**config.mk**
```make
export PLATFORM = sky130hd
export DESIGN_NAME = rx_addr_filter
export DESIGN_NICKNAME = d
export VERILOG_FILES = /design/src/rtl/rxf_pkg.sv /design/src/rtl/rxf_crc_engine.sv /design/src/rtl/rxf_exact_table.sv /design/src/rtl/rxf_hash_table.sv /design/src/rtl/rx_addr_filter.sv
export SDC_FILE = /design/constraint.sdc
export NUM_CORES = 2
export LEC_CHECK = 0
export BUFFER_PORTS_ARGS = -buffer_cell sky130_fd_sc_hd__buf_2
export CAP_MARGIN = 20
export CORE_MARGIN = 5
export CORE_UTILIZATION = 58
export DETAILED_ROUTE_END_ITERATION = 10
export HOLD_SLACK_MARGIN = 0.08
export PLACE_DENSITY = 0.77
export SLEW_MARGIN = 5
export SYNTH_ARGS = -nofsm -noshare
export SYNTH_HDL_FRONTEND = slang
export SYNTH_HIERARCHICAL = 1
export SYNTH_SLANG_ARGS = --single-unit
```
**constraint.sdc**
```tcl
create_clock -name clk -period 52.9 [get_ports clk]
set_input_delay 2.645 -clock clk [delete_from_list [all_inputs] [get_ports clk]]
set_output_delay 2.645 -clock clk [all_outputs]
set_load 0.05 [all_outputs]
```
**src/rtl/rxf_pkg.sv**
```systemverilog
package rxf_pkg;

  localparam logic [31:0] CRC_POLY = 32'h04C11DB6;

  typedef struct packed {
    logic allmulti;
    logic bcast;
    logic promisc;
  } mode_t;

  // Fold one byte into the hash CRC, least-significant bit first.
  function automatic logic [31:0] crc_byte(input logic [31:0] seed, input logic [7:0] data);
    logic [31:0] c;
    logic        carry;
    c = seed;
    for (int j = 0; j < 8; j++) begin
      carry = c[31] ^ data[j];
      c     = {c[30:0], 1'b0};
      if (carry) c = (c ^ CRC_POLY) | 32'h1;
    end
    return c;
  endfunction

endpackage

```
**src/rtl/rxf_crc_engine.sv**
```systemverilog
module rxf_crc_engine
  import rxf_pkg::*;
#(
  parameter int ADDR_W = 48,
  parameter int IDX_W  = 9
) (
  input  logic              clk,
  input  logic              rst_n,
  input  logic              start,
  input  logic [ADDR_W-1:0] addr_in,
  output logic              done,
  output logic [ADDR_W-1:0] addr_q,
  output logic [IDX_W-1:0]  hash_idx
);
  localparam int BYTES = ADDR_W / 8;
  localparam int CNT_W = $clog2(BYTES + 1);

  logic             busy_q, busy_n;
  logic [CNT_W-1:0] cnt_q, cnt_n;
  logic [31:0]      crc_q, crc_n;
  logic             crc_en, start_ok;
  logic [ADDR_W-1:0] shifted;
  logic [7:0]       byte_sel;

  assign start_ok = start && !busy_q;
  assign done     = busy_q && (cnt_q == CNT_W'(BYTES));
  assign shifted  = addr_q << {cnt_q, 3'b000};
  assign byte_sel = shifted[ADDR_W-1 -: 8];
  assign hash_idx = crc_q[31 -: IDX_W];

  always_comb begin
    busy_n = busy_q;
    cnt_n  = cnt_q;
    crc_n  = crc_q;
    crc_en = 1'b0;
    if (start_ok) begin
      busy_n = 1'b1;
      cnt_n  = CNT_W'(1);
      crc_n  = crc_byte('1, addr_in[ADDR_W-1 -: 8]);
      crc_en = 1'b1;
    end else if (busy_q) begin
      if (done) begin
        busy_n = 1'b0;
        cnt_n  = '0;
      end else begin
        cnt_n  = cnt_q + CNT_W'(1);
        crc_n  = crc_byte(crc_q, byte_sel);
        crc_en = 1'b1;
      end
    end
  end

  always_ff @(posedge clk or negedge rst_n) begin
    if (!rst_n) begin
      busy_q <= 1'b0;
      cnt_q  <= '0;
      crc_q  <= '0;
      addr_q <= '0;
    end else begin
      busy_q <= busy_n;
      cnt_q  <= cnt_n;
      if (crc_en)   crc_q  <= crc_n;
      if (start_ok) addr_q <= addr_in;
    end
  end

  AST_DONE_SINGLE: assert property (@(posedge clk) disable iff (!rst_n)
    done |=> !done);
  AST_BUSY_HOLDS_ADDR: assert property (@(posedge clk) disable iff (!rst_n)
    (busy_q && start) |=> $stable(addr_q));

endmodule

```
**src/rtl/rxf_exact_table.sv**
```systemverilog
module rxf_exact_table #(
  parameter int NUM_SLOTS = 16,
  parameter int ADDR_W    = 48,
  parameter int HW        = 16
) (
  input  logic                         clk,
  input  logic                         rst_n,
  input  logic                         wr_en,
  input  logic [$clog2(NUM_SLOTS)-1:0] wr_slot,
  input  logic [1:0]                   wr_part,
  input  logic [HW-1:0]                wr_data,
  input  logic [ADDR_W-1:0]            lookup_addr,
  output logic                         hit
);
  localparam int PARTS  = ADDR_W / HW;
  localparam int SLOT_W = $clog2(NUM_SLOTS);

  logic [NUM_SLOTS-1:0] hit_vec;

  for (genvar s = 0; s < NUM_SLOTS; s++) begin : g_slot
    logic [ADDR_W-1:0] val_q;
    logic              sel;
    assign sel = wr_en && (wr_slot == SLOT_W'(s));

    always_ff @(posedge clk or negedge rst_n) begin
      if (!rst_n) begin
        val_q <= '0;
      end else if (sel) begin
        for (int p = 0; p < PARTS; p++) begin
          if (wr_part == 2'(p)) val_q[p*HW +: HW] <= wr_data;
        end
      end
    end

    assign hit_vec[s] = (val_q == lookup_addr) && (|val_q);
  end

  assign hit = |hit_vec;

  AST_ZERO_NOMATCH: assert property (@(posedge clk) disable iff (!rst_n)
    hit |-> (|lookup_addr));

endmodule

```
**src/rtl/rxf_hash_table.sv**
```systemverilog
module rxf_hash_table #(
  parameter int WORDS = 32,
  parameter int WW    = 16
) (
  input  logic                                   clk,
  input  logic                                   rst_n,
  input  logic                                   wr_en,
  input  logic [$clog2(WORDS)-1:0]               wr_word,
  input  logic [WW-1:0]                          wr_data,
  input  logic [$clog2(WORDS)+$clog2(WW)-1:0]    lookup_idx,
  output logic                                   bit_hit
);
  localparam int WSEL_W = $clog2(WORDS);
  localparam int BSEL_W = $clog2(WW);
  localparam int IDX_W  = WSEL_W + BSEL_W;

  logic [WW-1:0] words [WORDS];

  for (genvar w = 0; w < WORDS; w++) begin : g_word
    logic [WW-1:0] word_q;
    always_ff @(posedge clk or negedge rst_n) begin
      if (!rst_n)                                   word_q <= '0;
      else if (wr_en && (wr_word == WSEL_W'(w)))    word_q <= wr_data;
    end
    assign words[w] = word_q;
  end

  assign bit_hit = words[lookup_idx[IDX_W-1 -: WSEL_W]][lookup_idx[BSEL_W-1:0]];

  AST_WORD_WRITE: assert property (@(posedge clk) disable iff (!rst_n)
    wr_en |=> (words[$past(wr_word)] == $past(wr_data)));

endmodule

```
**src/rtl/rx_addr_filter.sv**
```systemverilog
module rx_addr_filter
  import rxf_pkg::*;
#(
  parameter int NUM_SLOTS  = 16,
  parameter int HASH_WORDS = 32,
  parameter int ADDR_W     = 48,
  parameter int HWORD_W    = 16
) (
  input  logic              clk,
  input  logic              rst_n,
  input  logic              dst_valid,
  input  logic [47:0]       dst_addr,
  input  logic              cfg_wr_en,
  input  logic [7:0]        cfg_wr_addr,
  input  logic [15:0]       cfg_wr_data,
  output logic              result_valid,
  output logic              accept,
  output logic              high_prio
);
  localparam int SLOT_W = $clog2(NUM_SLOTS);
  localparam int WSEL_W = $clog2(HASH_WORDS);
  localparam int IDX_W  = WSEL_W + $clog2(HWORD_W);
  localparam int MC_BIT = ADDR_W - 8;

  // Reset: asserted asynchronously, released on the clock.
  logic [1:0] rst_sync_q;
  logic       rst_int_n;
  always_ff @(posedge clk or negedge rst_n) begin
    if (!rst_n) rst_sync_q <= '0;
    else        rst_sync_q <= {rst_sync_q[0], 1'b1};
  end
  assign rst_int_n = rst_sync_q[1];

  // Write decode
  logic slot_we, fhash_we, phash_we, mode_we;
  assign slot_we  = cfg_wr_en && (cfg_wr_addr[7:6] == 2'b00);
  assign fhash_we = cfg_wr_en && (cfg_wr_addr[7:5] == 3'b010);
  assign phash_we = cfg_wr_en && (cfg_wr_addr[7:5] == 3'b011);
  assign mode_we  = cfg_wr_en && (cfg_wr_addr == 8'h80);

  mode_t mode_q;
  always_ff @(posedge clk or negedge rst_int_n) begin
    if (!rst_int_n)   mode_q <= '0;
    else if (mode_we) mode_q <= mode_t'(cfg_wr_data[2:0]);
  end

  // Hash engine
  logic              done;
  logic [ADDR_W-1:0] lookup_addr;
  logic [IDX_W-1:0]  hash_idx;

  rxf_crc_engine #(.ADDR_W(ADDR_W), .IDX_W(IDX_W)) u_crc (
    .clk(clk), .rst_n(rst_int_n), .start(dst_valid), .addr_in(dst_addr),
    .done(done), .addr_q(lookup_addr), .hash_idx(hash_idx)
  );

  logic slot_hit, fhash_hit, phash_hit;

  rxf_exact_table #(.NUM_SLOTS(NUM_SLOTS), .ADDR_W(ADDR_W), .HW(HWORD_W)) u_slots (
    .clk(clk), .rst_n(rst_int_n), .wr_en(slot_we),
    .wr_slot(cfg_wr_addr[2 +: SLOT_W]), .wr_part(cfg_wr_addr[1:0]),
    .wr_data(cfg_wr_data), .lookup_addr(lookup_addr), .hit(slot_hit)
  );

  rxf_hash_table #(.WORDS(HASH_WORDS), .WW(HWORD_W)) u_fhash (
    .clk(clk), .rst_n(rst_int_n), .wr_en(fhash_we),
    .wr_word(cfg_wr_addr[WSEL_W-1:0]), .wr_data(cfg_wr_data),
    .lookup_idx(hash_idx), .bit_hit(fhash_hit)
  );

  rxf_hash_table #(.WORDS(HASH_WORDS), .WW(HWORD_W)) u_phash (
    .clk(clk), .rst_n(rst_int_n), .wr_en(phash_we),
    .wr_word(cfg_wr_addr[WSEL_W-1:0]), .wr_data(cfg_wr_data),
    .lookup_idx(hash_idx), .bit_hit(phash_hit)
  );

  // Verdict
  logic is_group, is_bcast, acc_n, prio_n;
  logic rv_q, acc_q, prio_q;

  always_comb begin
    is_group = lookup_addr[MC_BIT];
    is_bcast = &lookup_addr;
    acc_n    = mode_q.promisc
             | slot_hit
             | (is_group & (mode_q.allmulti | fhash_hit))
             | (is_bcast & mode_q.bcast);
    prio_n   = acc_n & is_group & phash_hit;
  end

  always_ff @(posedge clk or negedge rst_int_n) begin
    if (!rst_int_n) begin
      rv_q   <= 1'b0;
      acc_q  <= 1'b0;
      prio_q <= 1'b0;
    end else begin
      rv_q <= done;
      if (done) begin
        acc_q  <= acc_n;
        prio_q <= prio_n;
      end
    end
  end

  assign result_valid = rv_q;
  assign accept       = acc_q;
  assign high_prio    = prio_q;

  AST_VALID_PULSE: assert property (@(posedge clk) disable iff (!rst_int_n)
    result_valid |=> !result_valid);
  AST_PRIO_NEEDS_ACCEPT: assert property (@(posedge clk) disable iff (!rst_int_n)
    (result_valid && high_prio) |-> accept);
  AST_UNICAST_GUARD: assert property (@(posedge clk) disable iff (!rst_int_n)
    (result_valid && accept && !$past(mode_q.promisc) && !$past(lookup_addr[MC_BIT]))
      |-> $past(slot_hit));

endmodule

```
; ---- Word-level counts from Yosys, hierarchy flattened
; Index checks and enable logic that the tools add are counted.
[totals]
register_bits = 1884
inputBits = 76
word_cells = 473
[classes]
n_addsub = 1
order_cmp = 2
n_eq_ne = 69
shifts = 1
n_mux = 63
bitwise_logic = 39
reduce_logical = 175
[op_table]
columns = cell, n
row1 = $mux 32, 31
row2 = $eq 48x48->1, 16
row3 = $reduce_or 48->1, 16
row4 = $mux 27, 16
row5 = $not 13->13, 15
row6 = $bmux 16 s5, 2
row7 = $logic_and 1x1->1, 102
row8 = $reduce_and 2->1, 48
row9 = $eq 5x5->1 const B, 16
row10 = $mux 16, 4
row11 = $reduce_and 48->1, 1
row12 = $shl 48x6->48, 1
row13 = $eq 5x4->1 const B, 8
row14 = $eq 4x4->1 const B, 8
row15 = $eq 5x3->1 const B, 4
row16 = $eq 4x3->1 const B, 4
row17 = $reduce_or 16->1, 1
row18 = $xor 1x1->1, 15
row19 = $eq 5x2->1 const B, 2
row20 = $mux 3, 3
row21 = $bmux 1 s4, 2
row22 = $eq 4x2->1 const B, 2
row23 = $eq 8x8->1 const B, 1
row24 = $eq 3x2->1 const B, 2
row25 = other kinds (19), 30

; ---- Logic depth before layout (Yosys ltp)
[logic_depth]
word_depth = 41
ltp_mapped = 17
depth_no_buf = 11

; ---- By module
; Netlist, hierarchy kept.
[by_module_without_submodules]
columns = module, n_inst, cells_per_inst, area_each_um2
row1 = rxf_hash_table, 2, 1599, 23675.2
row2 = rxf_exact_table, 1, 3130, 39482.9
row3 = rxf_crc_engine, 1, 587, 5507.8
row4 = rx_addr_filter, 1, 47, 451.7

; ---- Least setup slack after synthesis
; No wires, ideal clock.
[synth_path]
path_type = input to register
startpoint = input port cfg_wr_addr[5]
endpoint = register u_fhash.g_word[14].word_q[10]
setup_time_ps = 125
arrival_ps = 4794
required_time_ps = 52775
path_slack_ps = 47981
cell_stages = 7
cell_sequence = nor4bb_1 nand2b_1 nor3b_1 and3_1 clkbuf_1 buf_2 mux2_2
[synth_between]
elab_chain_len = 3
[synth_lines]
columns = element, line
row1 = from (decl), rx_addr_filter.sv:14  ; input logic [7:0] cfg_wr_addr,
row2 = $eq 3x2->1, rx_addr_filter.sv:37  ; assign fhash_we = cfg_wr_en && (cfg_wr_addr[7:5] == 3'b010);
row3 = $logic_and 1x1->1, rx_addr_filter.sv:37
row4 = $logic_and 1x1->1, rxf_hash_table.sv:23  ; else if (wr_en && (wr_word == WSEL_W'(w))) word_q <= wr_data;
row5 = to (signal assigned), rxf_hash_table.sv:23
row6 = to (decl), rxf_hash_table.sv:20  ; logic [WW-1:0] word_q;
; Every way passes these cells.
; A chain may end at the register's enable or synchronous reset.

; ---- Worst setup path after layout
[layout_path]
startpoint = register u_crc.crc_q[27]
endpoint = register acc_q (netlist: accept)
[layout_between]
elab_chain_len = 10
[layout_lines]
columns = element, line
row1 = from (decl), rxf_crc_engine.sv:20  ; logic [31:0] crc_q, crc_n;
row2 = from (signal assigned), rxf_crc_engine.sv:62  ; if (crc_en) crc_q <= crc_n;
row3 = $not 5->6 (not written as such), rxf_hash_table.sv:28  ; assign bit_hit = words[lookup_idx[IDX_W-1 -: WSEL_W]][lookup_idx[BSEL_W-1:0]];
row4 = $bmux 16 s5, rxf_hash_table.sv:28
row5 = $mux 16 (not written as such) (2 in a row), rxf_hash_table.sv:28
row6 = $bmux 1 s4, rxf_hash_table.sv:28
row7 = $mux 1 (not written as such), rxf_hash_table.sv:28
row8 = via fhash_hit, rx_addr_filter.sv:57  ; logic slot_hit, fhash_hit, phash_hit;
row9 = $or 1x1->1, rx_addr_filter.sv:86  ; | (is_group & (mode_q.allmulti | fhash_hit))
row10 = $and 1x1->1, rx_addr_filter.sv:86
row11 = $or 1x1->1, rx_addr_filter.sv:86
row12 = $or 1x1->1, rx_addr_filter.sv:87  ; | (is_bcast & mode_q.bcast);
row13 = to (signal assigned), rx_addr_filter.sv:99  ; acc_q <= acc_n;
row14 = to (decl), rx_addr_filter.sv:79  ; logic rv_q, acc_q, prio_q;
; The timed path passes the listed nets, and every way through them passes these cells. The select of a mux whose other input is x is not followed.

==> reports/results.txt <==
status - complete, no violations
Leak Pwr - 50.51 nW
clock latency on the worst-skew pair - 0.81 ns
critical path depth - 14
Slew Limit Headroom - 0.1241
# hold bufs at CTS - 0
Die Footprint - 168100 um^2
post-DP HPWL - 157.7 mm
synth cell count leaders - dfrtp_1, mux2_2, xor2_1, nor4_1, clkbuf_1
share of cells above drive strength 1 - 0.3748
Hold Path Stages - 0
Routability Congestion - 0.9126
clock root buffer - clkbuf_16
Setup crit start kind - flip-flop
fmax - 175.0 MHz
Tcrit/Tclk final - 0.1080
Worst path slowest cell - buf_4
RSZ-0062 raised after global routing - false
WL per Instance - 30.70 um
DRC - 0
Post-CTS Setup Bufs - 0
Clock Tree Buf Depth - 3
Avg Inst Size Synth - 13.33 um^2
input/output buffers - 78
reg2reg path depth - 14
Post-synth EDFFs - 0
crit-path max cell delay - 0.83 ns
Worst VDD drop - 0.09044 mV
Synth Warn # - 6
Final Max Slew Viols - 0
number of global-route vias before repair - 63800
Yosys top cell by area - dfrtp_1
max-cap violations - 0
Syn Inst Count - 6962
initial antenna violation count - 11
Vias/cell - 6.836
initial DRC count - 7514
top-count cell post-synth - dfrtp_1
crit-path cells - buf_4 -> buf_4 -> buf_4 -> mux2i_1 -> o221ai_1 -> o22ai_1 -> o211a_1 -> nor4b_1 -> nand3_1 -> nand4_1 -> o21ai_0 -> nand2_1 -> mux2i_1 -> o21ai_0
final hold violations - 0
Worst-path clk slew - 0.06 ns
io pins - 79
endpoints failing setup - 0
htree depth - 4
ys flop type - dfrtp_1
area of the mapped netlist - 92790 um^2
Core Footprint - 158700 um^2
Initial Util - 0.5845
number of CTS-inserted buffers - 190
via count - 61880
Period minus WS final - 5.713 ns
met2 usage - 0.4864
CP bufs+invs - 3
Fin Clk Skew - 0.04194 ns
Synth top area share - 0.5081
Top cell by count, worst path - buf_4
Total Wirelength - 277.9 mm
post-synthesis sequential area ratio - 0.5081
met3 usage - 0.08990
met1 Use GR - 0.4517
Syn Nets - 7040
fin nets - 6894
PostCTS Resize Cnt - 0
asr flop ratio synth - 1.000
# rows - 146
number of synthesized register bits - 1884
crit path max fanout - 49
drt pass-1 iters - 6
area grow syn2layout - 8.713%
hold slack - 0.3549 ns
crit path capture type - flip-flop
Chip Width - 410.0 um
largest net degree at the start of global routing - 192
Sink Count - 1884
critical path type - reg2reg
critical path arrival - 6.44 ns
Chip Height - 410.0 um
Critical Path RT - 53.62 ns
DRT antenna net count - 0
CTS tree - yes
synth top area cells - dfrtp_1, mux2_2, xor2_1, mux4_2, mux2i_1
All-Layer GR Usage - 0.3263
GRT overflow - 0
Yosys cell types - 83
Hold Crit Class - reg2reg
setup_tns - 0 ns
first-pass GRT wire length - 413.8 mm
family with the most delay on the worst path - buffers and inverters
gr busiest metal - met2
power per cell area - 47.78 nW/um^2
Least-Margin Pin Slew - 1.302 ns
-- sequential cells by signal, indices dropped and copies added, names as in the netlist, 2 cells and up --
name	count
u_slots/g_slot.val_q	768
u_fhash/g_word.word_q	512
u_phash/g_word.word_q	512
u_crc/addr_q	48
u_crc/crc_q	32
mode_q	3
u_crc/cnt_q	3
rst_sync_q	2
-- layout by cell type (no fill, tap or decap), types with 9 or more instances in the layout --
cell        Yosys  final
a21oi_1        77     77
a22oi_1        11     11
buf_2         159     63
buf_4          49    160
bufinv_16       0     16
clkbuf_1      303     53
clkbuf_16       0    192
clkbuf_8        0     49
clkinv_2        0     19
clkinvlp_4      0      9
dfrtp_1      1884   1831
dfrtp_2         0     50
mux2_2       1796   1796
mux2i_1       263    263
mux4_2        137    137
nand2_1       236    233
nand2_2        15     17
nand2b_1       12     10
nand3_1        14     14
nand4_1       115    115
nor2_1         74     72
nor2_2         27     28
nor2b_1        21     20
nor3_1         48     40
nor3b_1        14     13
nor4_1        414    413
o211ai_1       13     13
o21ai_0        38     38
o21ai_1        11     11
o221ai_1      117    117
o22ai_1        55     55
xnor2_1        54     54
xnor3_1        16     16
xor2_1        787    787
-- power breakdown --
part	total (mW)	internal [mW]	leakage [nW]	switching [mW]
sequential	1.73	1.55	25.8	0.176
clock	1.40	0.817	3.16	0.580
combinational	1.70	0.656	21.6	1.04
-- worst reg2reg max path, delay by kind of cell (launching register included) --
family,cells,cell delay [ns]
buffers and inverters,3,2.32
AO/OA/AOI/OAI,5,1.11
AND/OR/NAND/NOR,4,1.08
flip-flops,1,0.78
multiplexers,2,0.32
-- metrics by stage --
stage	instances	util	setup slack [ns]	area, um^2	power (mW)
final	9052	0.6355	47.19	100900	4.820
after global routing	9047	0.6354	46.91	100900	4.969
after CTS	9040	0.6345	47.22	100700	4.775
after detailed placement	8690	0.5936	47.07	94230	3.378
after global placement	8689	0.5935	46.46	94210	3.344
after floorplan	6962	-	22.39	92790	2.880
-- path summary, 6_finish.rpt --
path | start | end | slack (ns)
max | u_crc/crc_q[27] | accept | 47.19
min | rst_sync_q[0] | rst_sync_q[1] | 0.35
max reg2reg | u_crc/crc_q[27] | accept | 47.19
min reg2reg | rst_sync_q[0] | rst_sync_q[1] | 0.35
max in group asynchronous | rst_sync_q[1] | u_phash/g_word[13].word_q[15] | 48.24
min in group asynchronous | rst_sync_q[1] | u_slots/g_slot[5].val_q[2] | 0.49
-- cell type report --
class / instances / area [um^2]
fill: 11610 / 57870
sequential: 1884 / 47220
multi-input combinational: 4491 / 42720
clock buffer: 294 / 5678
tap: 2072 / 2592
timing repair buffer: 235 / 1778
clock inverter: 56 / 820.8
inverter: 14 / 52.55
antenna: 6 / 15.01
-- routing by layer --
layer	share of wire	routed length [um]	up-vias
met5	0.000050	14	-
met2	0.44	122200	3559
met1	0.40	111300	32370
met4	0.051	14280	2
met3	0.11	30090	901
li1	-	-	25050
-- kinds of logic (layout without fill, tap and decap cells) --
family	after synthesis	in the layout	share of synthesized area
muxes	2207	2207	0.2822
DFF	1884	1884	0.5081
and+or+nand+nor	1053	1053	0.06406
xor gates and xnor gates	863	863	0.08465
buffers and inverters	587	599	0.03291
AOI/OAI and AO/OA	365	365	0.02775
adders and majority gates	2	2	0.0002696
other	1	7	0.00004041
Power figures use the tool's default switching activity.
